**src/rtl/twi_pkg.sv**
```systemverilog
package twi_pkg;

  typedef enum logic [3:0] {
    ST_IDLE,
    ST_ADDR,
    ST_ADDR_ACK,
    ST_REG,
    ST_REG_ACK,
    ST_DATA,
    ST_DATA_ACK,
    ST_TX,
    ST_TX_ACK,
    ST_SKIP
  } busState_t;

  // Single-cycle strobes from control to datapath
  typedef struct packed {
    logic shiftIn;
    logic setPtr;
    logic wrReg;
    logic loadTx;
    logic shiftTx;
  } ctlStrobe_t;

endpackage

```
**src/rtl/twi_ctrl.sv**
```systemverilog
module twi_ctrl
  import twi_pkg::*;
#(
  parameter logic [3:0] DEV_PREFIX  = 4'b0111,
  parameter int         SYNC_STAGES = 2
) (
  input  logic       clk,
  input  logic       rstN,
  input  logic       sclIn,
  input  logic       sdaIn,
  input  logic [2:0] strap,
  input  logic [7:0] rxByte,
  input  logic       txMsb,
  output ctlStrobe_t ctl,
  output logic       rxBit,
  output logic       sdaOe
);

  localparam logic [3:0] BYTE_BITS = 4'd8;

  logic [SYNC_STAGES-1:0] sclSync, sdaSync;
  logic sclS, sdaS, sclP, sdaP;
  logic sclRise, sclFall, startSeen, stopSeen, quiet, byteDone, addrMatch;
  logic [6:0] devAddr;
  logic [3:0] bitCnt;
  logic isRead;
  busState_t state;

  always_ff @(posedge clk or negedge rstN) begin
    if (!rstN) begin
      sclSync <= '1;
      sdaSync <= '1;
      sclP    <= 1'b1;
      sdaP    <= 1'b1;
    end else begin
      sclSync <= {sclSync[SYNC_STAGES-2:0], sclIn};
      sdaSync <= {sdaSync[SYNC_STAGES-2:0], sdaIn};
      sclP    <= sclS;
      sdaP    <= sdaS;
    end
  end

  assign sclS      = sclSync[SYNC_STAGES-1];
  assign sdaS      = sdaSync[SYNC_STAGES-1];
  assign sclRise   = sclS & ~sclP;
  assign sclFall   = ~sclS & sclP;
  assign startSeen = sclS & sclP & sdaP & ~sdaS;
  assign stopSeen  = sclS & sclP & ~sdaP & sdaS;
  assign quiet     = ~startSeen & ~stopSeen;
  assign byteDone  = sclFall && (bitCnt == BYTE_BITS);
  assign devAddr   = {DEV_PREFIX, strap};
  assign addrMatch = (rxByte[7:1] == devAddr);
  assign rxBit     = sdaS;

  always_ff @(posedge clk or negedge rstN) begin
    if (!rstN) begin
      state  <= ST_IDLE;
      bitCnt <= '0;
      isRead <= 1'b0;
    end else if (startSeen) begin
      state  <= ST_ADDR;
      bitCnt <= '0;
    end else if (stopSeen) begin
      state  <= ST_IDLE;
      bitCnt <= '0;
    end else begin
      unique case (state)
        ST_ADDR, ST_REG, ST_DATA, ST_TX: begin
          if (sclRise && bitCnt < BYTE_BITS) begin
            bitCnt <= bitCnt + 4'd1;
          end else if (byteDone) begin
            bitCnt <= '0;
            unique case (state)
              ST_ADDR: begin
                if (addrMatch) begin
                  state  <= ST_ADDR_ACK;
                  isRead <= rxByte[0];
                end else begin
                  state <= ST_SKIP;
                end
              end
              ST_REG:  state <= ST_REG_ACK;
              ST_DATA: state <= ST_DATA_ACK;
              default: state <= ST_TX_ACK;
            endcase
          end
        end
        ST_ADDR_ACK: if (sclFall) state <= isRead ? ST_TX : ST_REG;
        ST_REG_ACK:  if (sclFall) state <= ST_DATA;
        ST_DATA_ACK: if (sclFall) state <= ST_SKIP;
        ST_TX_ACK:   if (sclRise) state <= ST_IDLE;
        default: ;
      endcase
    end
  end

  always_comb begin
    ctl         = '0;
    ctl.shiftIn = quiet && sclRise && (bitCnt < BYTE_BITS) &&
                  (state == ST_ADDR || state == ST_REG || state == ST_DATA);
    ctl.setPtr  = quiet && byteDone && (state == ST_REG);
    ctl.wrReg   = quiet && byteDone && (state == ST_DATA);
    ctl.loadTx  = quiet && sclFall && isRead && (state == ST_ADDR_ACK);
    ctl.shiftTx = quiet && sclFall && (bitCnt < BYTE_BITS) && (state == ST_TX);
  end

  assign sdaOe = (state == ST_ADDR_ACK) || (state == ST_REG_ACK) ||
                 (state == ST_DATA_ACK) || ((state == ST_TX) && !txMsb);

  // output enable moves only while the bus clock is low
  assert_oe_scl_low_R9: assert property (@(posedge clk) disable iff (!rstN)
    !$stable(sdaOe) |-> !sclS);

  // foreign address is never acknowledged
  assert_nack_foreign_R1: assert property (@(posedge clk) disable iff (!rstN)
    (state == ST_ADDR && byteDone && quiet && !addrMatch) |=> !sdaOe);

  // own address is acknowledged
  assert_ack_own_R1: assert property (@(posedge clk) disable iff (!rstN)
    (state == ST_ADDR && byteDone && quiet && addrMatch) |=> sdaOe);

endmodule

```
**src/rtl/twi_data.sv**
```systemverilog
module twi_data
  import twi_pkg::*;
#(
  parameter int         NUM_RW  = 8,
  parameter int         NUM_RO  = 4,
  parameter logic [7:0] RO_BASE = 8'hA0
) (
  input  logic                clk,
  input  logic                rstN,
  input  ctlStrobe_t          ctl,
  input  logic                rxBit,
  output logic [7:0]          rxByte,
  output logic                txMsb,
  output logic [NUM_RW*8-1:0] cfgOut
);

  localparam int NUM_ADDR  = 16;
  localparam int IMPL_LAST = NUM_RW + NUM_RO;

  logic [7:0] ptr, txShift, readVal;
  logic [7:0] rwReg [NUM_RW];

  always_ff @(posedge clk or negedge rstN) begin
    if (!rstN) begin
      rxByte  <= '0;
      ptr     <= '0;
      txShift <= '0;
    end else begin
      if (ctl.shiftIn) rxByte <= {rxByte[6:0], rxBit};
      if (ctl.setPtr)  ptr    <= rxByte;
      if (ctl.loadTx)       txShift <= readVal;
      else if (ctl.shiftTx) txShift <= {txShift[6:0], 1'b0};
    end
  end

  for (genvar g = 0; g < NUM_RW; g++) begin : gRw
    always_ff @(posedge clk or negedge rstN) begin
      if (!rstN)                               rwReg[g] <= '0;
      else if (ctl.wrReg && ptr == 8'(g))      rwReg[g] <= rxByte;
    end
    assign cfgOut[8*g +: 8] = rwReg[g];
  end

  always_comb begin
    readVal = '0;
    for (int i = 0; i < NUM_RW; i++)
      if (ptr == 8'(i)) readVal = rwReg[i];
    for (int j = 0; j < NUM_RO; j++)
      if (ptr == 8'(NUM_RW + j)) readVal = RO_BASE + 8'(j);
  end

  assign txMsb = txShift[7];

  initial begin
    assert_fits_space_R7: assert (IMPL_LAST <= NUM_ADDR);
  end

  // a register write never moves the pointer
  assert_no_autoinc_R5: assert property (@(posedge clk) disable iff (!rstN)
    ctl.wrReg |=> $stable(ptr));

  // at most one datapath action per cycle
  assert_one_strobe_R2: assert property (@(posedge clk) disable iff (!rstN)
    $onehot0(ctl));

endmodule

```
**src/rtl/twi_reg_slave.sv**
```systemverilog
module twi_reg_slave
  import twi_pkg::*;
#(
  parameter logic [3:0] DEV_PREFIX  = 4'b0111,
  parameter int         SYNC_STAGES = 2,
  parameter int         NUM_RW      = 8,
  parameter int         NUM_RO      = 4,
  parameter logic [7:0] RO_BASE     = 8'hA0
) (
  input  logic                clk,
  input  logic                rstN,
  input  logic                sclIn,
  input  logic                sdaIn,
  output logic                sdaOe,
  input  logic [2:0]          strap,
  output logic [NUM_RW*8-1:0] cfgOut
);

  ctlStrobe_t ctl;
  logic rxBit, txMsb;
  logic [7:0] rxByte;

  twi_ctrl #(.DEV_PREFIX(DEV_PREFIX), .SYNC_STAGES(SYNC_STAGES)) ctrl_i (
    .clk(clk), .rstN(rstN), .sclIn(sclIn), .sdaIn(sdaIn), .strap(strap),
    .rxByte(rxByte), .txMsb(txMsb), .ctl(ctl), .rxBit(rxBit), .sdaOe(sdaOe)
  );

  twi_data #(.NUM_RW(NUM_RW), .NUM_RO(NUM_RO), .RO_BASE(RO_BASE)) data_i (
    .clk(clk), .rstN(rstN), .ctl(ctl), .rxBit(rxBit),
    .rxByte(rxByte), .txMsb(txMsb), .cfgOut(cfgOut)
  );

endmodule

```
**config.mk**
```make
export PLATFORM = sky130hd
export DESIGN_NAME = twi_reg_slave
export DESIGN_NICKNAME = d
export VERILOG_FILES = /design/src/rtl/twi_pkg.sv /design/src/rtl/twi_ctrl.sv /design/src/rtl/twi_data.sv /design/src/rtl/twi_reg_slave.sv
export SDC_FILE = /design/constraint.sdc
export NUM_CORES = 1
export LEC_CHECK = 0
export BUFFER_PORTS_ARGS = -buffer_cell sky130_fd_sc_hd__buf_2
export CAP_MARGIN = 15
export CORE_UTILIZATION = 53
export CTS_BUF_LIST = sky130_fd_sc_hd__clkbuf_8
export CTS_CLUSTER_SIZE = 20
export DETAILED_ROUTE_END_ITERATION = 16
export PLACE_DENSITY_LB_ADDON = 0.12
export REMOVE_ABC_BUFFERS = 1
export SLEW_MARGIN = 20
export SYNTH_ARGS = -nofsm -noshare
export SYNTH_HDL_FRONTEND = slang
export SYNTH_HIERARCHICAL = 1
export SYNTH_SLANG_ARGS = --single-unit
```
**constraint.sdc**
```tcl
create_clock -name clk -period 6.3 [get_ports clk]
set_clock_uncertainty 0.2 [all_clocks]
set_input_delay 1.26 -clock clk [delete_from_list [all_inputs] [get_ports clk]]
set_output_delay 1.26 -clock clk [all_outputs]
set_load 0.02 [all_outputs]
```
After elaboration in Yosys (flattened, before gate mapping)
Index checks and enable logic that the tools add are counted. W data, S select, Z words.

Logic and storage cells: 130. Input port bits: 7. Bits in registers: 103. Output and inout port bits: 65.

Equality and inequality tests: 27. Bitwise gates (word level): 15. Magnitude comparators: 1. Multiplexer cells: 31. Reductions and logical operators: 37. $add $sub $neg: 1.

Operators by type and width (number): $mux W8 (14); $mux W4 (14); $eq A8 B3 Y1 const B (4); $eq A8 B4 Y1 const B (4); $logic_and A1 B1 Y1 (22); $ne A4 B1 Y1 const B (5); $pmux W4 S5 (1); $eq A4 B3 Y1 const B (4); $eq A8 B2 Y1 const B (2); $reduce_and A7 Y1 (2); $pmux W4 S3 (1); $and A1 B1 Y1 (8); $eq A4 B2 Y1 const B (2); $eq A4 B4 Y1 const B (2); $eq A8 B1 Y1 const B (1); $logic_not A8 Y1 (1); $eq A7 B6 Y1 (1); $not A1 Y1 (7); $reduce_bool A7 Y1 (1); $logic_or A1 B1 Y1 (5); $add A4 B1 Y4 const B (1); $eq A4 B1 Y1 const B (1); $lt A4 B4 Y1 const B (1); $ne A4 B2 Y1 const B (1); 7 further kinds (7).

Depth between registers and ports, before layout
Depth after elaboration: 14. Depth in mapped cells: 8. Gate-level depth less buffers: 8.

Cells and area by module
Netlist, hierarchy kept.

By module, submodules not included: twi_data (area an instance 4107.7 um^2, times used 1, cells an instance 305, sequential area each 2202.1 um^2); twi_ctrl (area an instance 962.2 um^2, times used 1, cells an instance 94, sequential area each 382.9 um^2).

Least setup slack after synthesis
No wires, ideal clock.

Kind: flip-flop to flip-flop. Start point: reg ctrl_i.bitCnt[0]. End point: reg data_i.rwReg, in the netlist data_i/cfgOut[10]. Data arrival time: 2.361 ns. Path buffers: 0. Stages on the path, launching flop included: 9. Clock period less this slack: 2.685 ns. Setup time: 0.125 ns. Slack: 3.615 ns. Data required time: 5.975 ns. Path through: dfrtp_1 inv_1 ha_1 nand3b_4 or3_4 nor2b_1 nand3_4 nor3b_4 mux2_2.

RTL lines: start: declaration (line twi_ctrl.sv:25) `logic [3:0] bitCnt;`; start signal: assignment (line twi_ctrl.sv:70) `bitCnt <= bitCnt + 4'd1;`; end signal: indexed assignment (line twi_data.sv:39) `else if (ctl.wrReg && ptr == 8'(g)) rwReg[g] <= rxByte;`; end: declaration (line twi_data.sv:21) `logic [7:0] rwReg [NUM_RW];`.

==> metrics.txt <==
# TYPE chip_impl_metric gauge
chip_impl_info{name="outcome",value="complete, no violations"} 1
chip_impl_metric{name="power.sequential.fraction",unit="%"} 59.1
chip_impl_metric{name="cts_hold_buffers",unit=""} 0
chip_impl_metric{name="clk_pin_slew_worst_paths",unit="ns"} 0.10
chip_impl_metric{name="die_width",unit="µm"} 99.8
chip_impl_metric{name="antenna-diode-count",unit=""} 0
chip_impl_metric{name="combinationalPowerShare",unit="%"} 8.6
chip_impl_metric{name="number_of_maximum_capacitance_constraint_violations",unit=""} 0
chip_impl_metric{name="timing.critical_path.buf_inv",unit=""} 0
chip_impl_metric{name="max-vdd-ir-drop",unit="µV"} 128
chip_impl_metric{name="floorplan.io_pins",unit=""} 72
chip_impl_info{name="worst_path_dominant_cell_family",value="simple AND/OR/NAND/NOR gates"} 1
chip_impl_metric{name="ys_warn_count",unit=""} 6
chip_impl_metric{name="hold_slack_final",unit="ns"} 0.160
chip_impl_metric{name="grt_antenna_before_repair",unit=""} 0
chip_impl_metric{name="pwr-share-clk",unit="%"} 32.3
chip_impl_metric{name="initialDrtViolationCount",unit=""} 168
chip_impl_metric{name="timing_max_transition_violations_final",unit=""} 0
chip_impl_metric{name="async_reset_ff_share",unit="%"} 100
chip_impl_metric{name="floorplan.die_area",unit="µm²"} 9960
chip_impl_metric{name="ant_nets",unit=""} 0
chip_impl_metric{name="fmaxAchievable",unit="MHz"} 309
chip_impl_info{name="critical_path_class",value="reg2reg"} 1
chip_impl_metric{name="clock_tree.buffer_depth",unit=""} 2
chip_impl_info{name="hold_class",value="reg2reg"} 1
chip_impl_metric{name="intPower",unit="mW"} 0.934
chip_impl_metric{name="yosys.cell_types.count",unit=""} 62
chip_impl_info{name="crit_path_start",value="ctrl_i/state[0]"} 1
chip_impl_info{name="timing.rr.start",value="ctrl_i/state[0]"} 1
chip_impl_metric{name="sequential_to_total_area_share_from_yosys_stat",unit="%"} 51.0
chip_impl_info{name="tritoncts",value="built"} 1
chip_impl_metric{name="synth_top_area_share",unit="%"} 47.9
chip_impl_metric{name="post_cts.repair.setup_buffers",unit=""} 0
chip_impl_metric{name="die_y",unit="µm"} 99.8
chip_impl_metric{name="min_period_over_period",unit="%"} 51.3
chip_impl_info{name="most-common-layout-cells",value="96 x dfrtp_1, 84 x mux2_2, 70 x buf_2"} 1
chip_impl_metric{name="place.detailed.hpwl",unit="µm"} 8120
chip_impl_metric{name="count_of_buffers_inserted_at_the_top_level_ports",unit=""} 71
chip_impl_metric{name="cellLeakagePower",unit="nW"} 2.74
chip_impl_metric{name="placement_rows",unit=""} 35
chip_impl_info{name="critical_path_cell_with_the_highest_stage_delay",value="dfrtp_1"} 1
chip_impl_metric{name="fillCellCount",unit=""} 740
chip_impl_info{name="critical_path.startpoint_type",value="register"} 1
chip_impl_metric{name="finalNetCount",unit=""} 467
chip_impl_metric{name="clk_latency",unit="ns"} 0.36
chip_impl_metric{name="global_route_usage_over_all_layers",unit="%"} 25.5
chip_impl_metric{name="start_util",unit="%"} 54.9
chip_impl_metric{name="via_count_of_the_first_global_routing_pass",unit=""} 3520
chip_impl_metric{name="gr-total-overflow",unit=""} 0
chip_impl_metric{name="grt_max_degree",unit=""} 66
chip_impl_metric{name="critical_path_arrival",unit="ns"} 3.27
chip_impl_metric{name="synth_edf_count",unit=""} 0
chip_impl_metric{name="swShare",unit="%"} 27.3
chip_impl_metric{name="power.density_cell_area",unit="nW/µm²"} 225
chip_impl_metric{name="worst-path-max-fanout",unit=""} 15
chip_impl_metric{name="post_route_cells_drive_above_1_share",unit="%"} 44.9
chip_impl_metric{name="cts_inserted_buffers",unit=""} 9
chip_impl_metric{name="min_clock_period_post_route",unit="ns"} 3.23
chip_impl_info{name="critical_path.cell_chain",value="nand2b_4 > or3_4 > nor2b_1 > nand3_4 > nor3b_4 > mux2_2"} 1
chip_impl_metric{name="clock-sinks",unit=""} 103
chip_impl_info{name="ys_dominant_reg_cell",value="dfrtp_1"} 1
chip_impl_metric{name="slew_worst_pin",unit="ns"} 0.918
chip_impl_metric{name="place_congestion",unit=""} 0.834
chip_impl_metric{name="number_of_remaining_drc_errors",unit=""} 0
chip_impl_metric{name="netlist_area",unit="µm²"} 5070
chip_impl_metric{name="power.net_switching",unit="mW"} 0.351
chip_impl_metric{name="crit_path_max_incr_delay",unit="ns"} 0.71
chip_impl_metric{name="routed_via_density",unit=""} 5.84
chip_impl_metric{name="detail_route.first_pass.iterations",unit=""} 4
chip_impl_metric{name="wl_per_cell",unit="µm"} 19.9
chip_impl_metric{name="fin_tns_setup",unit="ns"} 0
chip_impl_metric{name="setup_viol",unit=""} 0
chip_impl_info{name="hold_path_startpoint",value="ctrl_i/sdaSync[0]"} 1
chip_impl_info{name="most_common_cell_after_layout_fill_and_taps_aside",value="dfrtp_1"} 1
chip_impl_info{name="library_cell_used_as_clock_root_buffer",value="clkbuf_8"} 1
chip_impl_metric{name="layout_stage_area_growth_over_the_synthesis_result",unit="%"} 12.6
chip_impl_info{name="setup_repair_after_global_routing_missed_its_margin",value="false"} 1
chip_impl_metric{name="design.core.area",unit="µm²"} 9240
chip_impl_metric{name="timing.max_slew.rel_slack",unit="%"} 38.5
chip_impl_metric{name="postSynthRegisterBits",unit=""} 103
chip_impl_metric{name="via_count",unit=""} 3457
chip_impl_metric{name="syn-instance-count",unit=""} 399
chip_impl_metric{name="crit_required",unit="ns"} 6.34
chip_impl_metric{name="count_of_cells_resized_by_post_cts_repair",unit=""} 0
chip_impl_info{name="synth_area_leader_cell",value="dfrtp_1"} 1
chip_impl_info{name="cp-end-kind",value="register"} 1
chip_impl_info{name="top_cells_by_area_in_the_synthesized_netlist",value="dfrtp_1 48%, mux2_2 19%, dfstp_2 3.1%"} 1
chip_impl_metric{name="hold_violations",unit=""} 0
chip_impl_metric{name="grt_first_pass_wirelength",unit="µm"} 19100
chip_impl_metric{name="cts-htree-levels",unit=""} 3
chip_impl_metric{name="syn_avg_cell_area",unit="µm²"} 12.7
chip_impl_metric{name="finalWirelength",unit="µm"} 11800
[sequential cells by signal, indices dropped and copies added, names as in the netlist]
register	flops
ctrl_i/state	4
ctrl_i/sdaP	1
data_i/rxByte	8
ctrl_i/isRead	1
ctrl_i/sdaSync	2
ctrl_i/sclSync	2
data_i/txShift	8
ctrl_i/bitCnt	4
ctrl_i/sclP	1
data_i/cfgOut	64
data_i/ptr	8
[through the flow]
step | util (%) | std cells | setup slack, ns | instance area [µm²] | power [mW]
2_1_floorplan | - | 372 | 3.58 | 4950 | 0.824
3_3_place_gp | 59.6 | 576 | 3.18 | 5510 | 0.882
3_5_place_dp | 59.6 | 576 | 3.12 | 5510 | 0.884
4_1_cts | 61.8 | 592 | 3.09 | 5710 | 1.30
5_1_grt | 61.8 | 592 | 2.91 | 5710 | 1.34
6_report | 61.8 | 592 | 3.07 | 5710 | 1.28
[metal layers]
metal | global-route usage (%) | part of all wire [%] | vias to the layer above
li1 | - | - | 1590
met1 | 34.7 | 45 | 1767
met2 | 41.9 | 49 | 78
met3 | 3.76 | 3.9 | 22
met4 | 9.28 | 2.2 | 0
met5 | 0 | 0 | -
[Yosys cell counts, drive strengths merged (2+ instances only)]
| library cell | count |
|---|---|
| mux2i | 11 |
| buf | 11 |
| mux2 | 87 |
| or2 | 4 |
| o21ai | 12 |
| o211ai | 3 |
| nor4 | 2 |
| xnor2 | 5 |
| o2111ai | 3 |
| nor2 | 23 |
| a21o | 2 |
| nor3b | 8 |
| clkbuf | 16 |
| a211oi | 5 |
| inv | 5 |
| a32o | 2 |
| o22a | 2 |
| mux4 | 5 |
| nand4 | 3 |
| o32ai | 5 |
| nor3 | 8 |
| a31oi | 4 |
| ha | 2 |
| a21oi | 5 |
| nand2b | 8 |
| dfstp | 6 |
| nand3b | 2 |
| nor2b | 6 |
| dfrtp | 97 |
| nand3 | 8 |
| nand2 | 17 |
| a221o | 2 |
| o22ai | 5 |
[path summary, 6_finish.rpt]
path	to	slack [ns]	depth (start not counted)
max in group asynchronous	data_i/ptr[1]	4.00	2
min	ctrl_i/sdaSync[1]	0.16	0
max reg2reg	data_i/cfgOut[12]	3.07	6
min reg2reg	ctrl_i/sdaSync[1]	0.16	0
min in group asynchronous	ctrl_i/state[3]	0.80	1
max	data_i/cfgOut[12]	3.07	6
[cell type report]
cell class                 instances  area, µm²  share of cell area, %
sequential                       103       2590                   45.3
clock inverter                     6       61.3                   1.07
clock buffer                      10        138                   2.41
tap                              129        161                   2.83
multi-input combinational        264       2360                   41.3
timing repair buffer              75        388                   6.79
inverter                           5       18.8                  0.329
[cells by family (layout without fill, tap and decap cells)]
group / after synthesis / after routing / synth area share, %
multiplexers: 103 / 103 / 23.7
flip-flops: 103 / 103 / 51.0
AND/OR/NAND/NOR: 95 / 95 / 12.6
AO/OA/AOI/OAI: 59 / 59 / 8.71
buffers and inverters: 32 / 96 / 2.64
XOR/XNOR: 5 / 5 / 0.864
adder cells (fa/ha/maj): 2 / 2 / 0.494
[power by group through the flow]
stage          registers [mW]  clock network, mW  logic, mW
2_1_floorplan           0.743                  0     0.0813
3_3_place_gp            0.772                  0      0.110
3_5_place_dp            0.773                  0      0.111
4_1_cts                 0.759              0.428      0.112
5_1_grt                 0.767              0.452      0.125
6_report                0.759              0.415      0.110
Power figures use the tool's default switching activity.
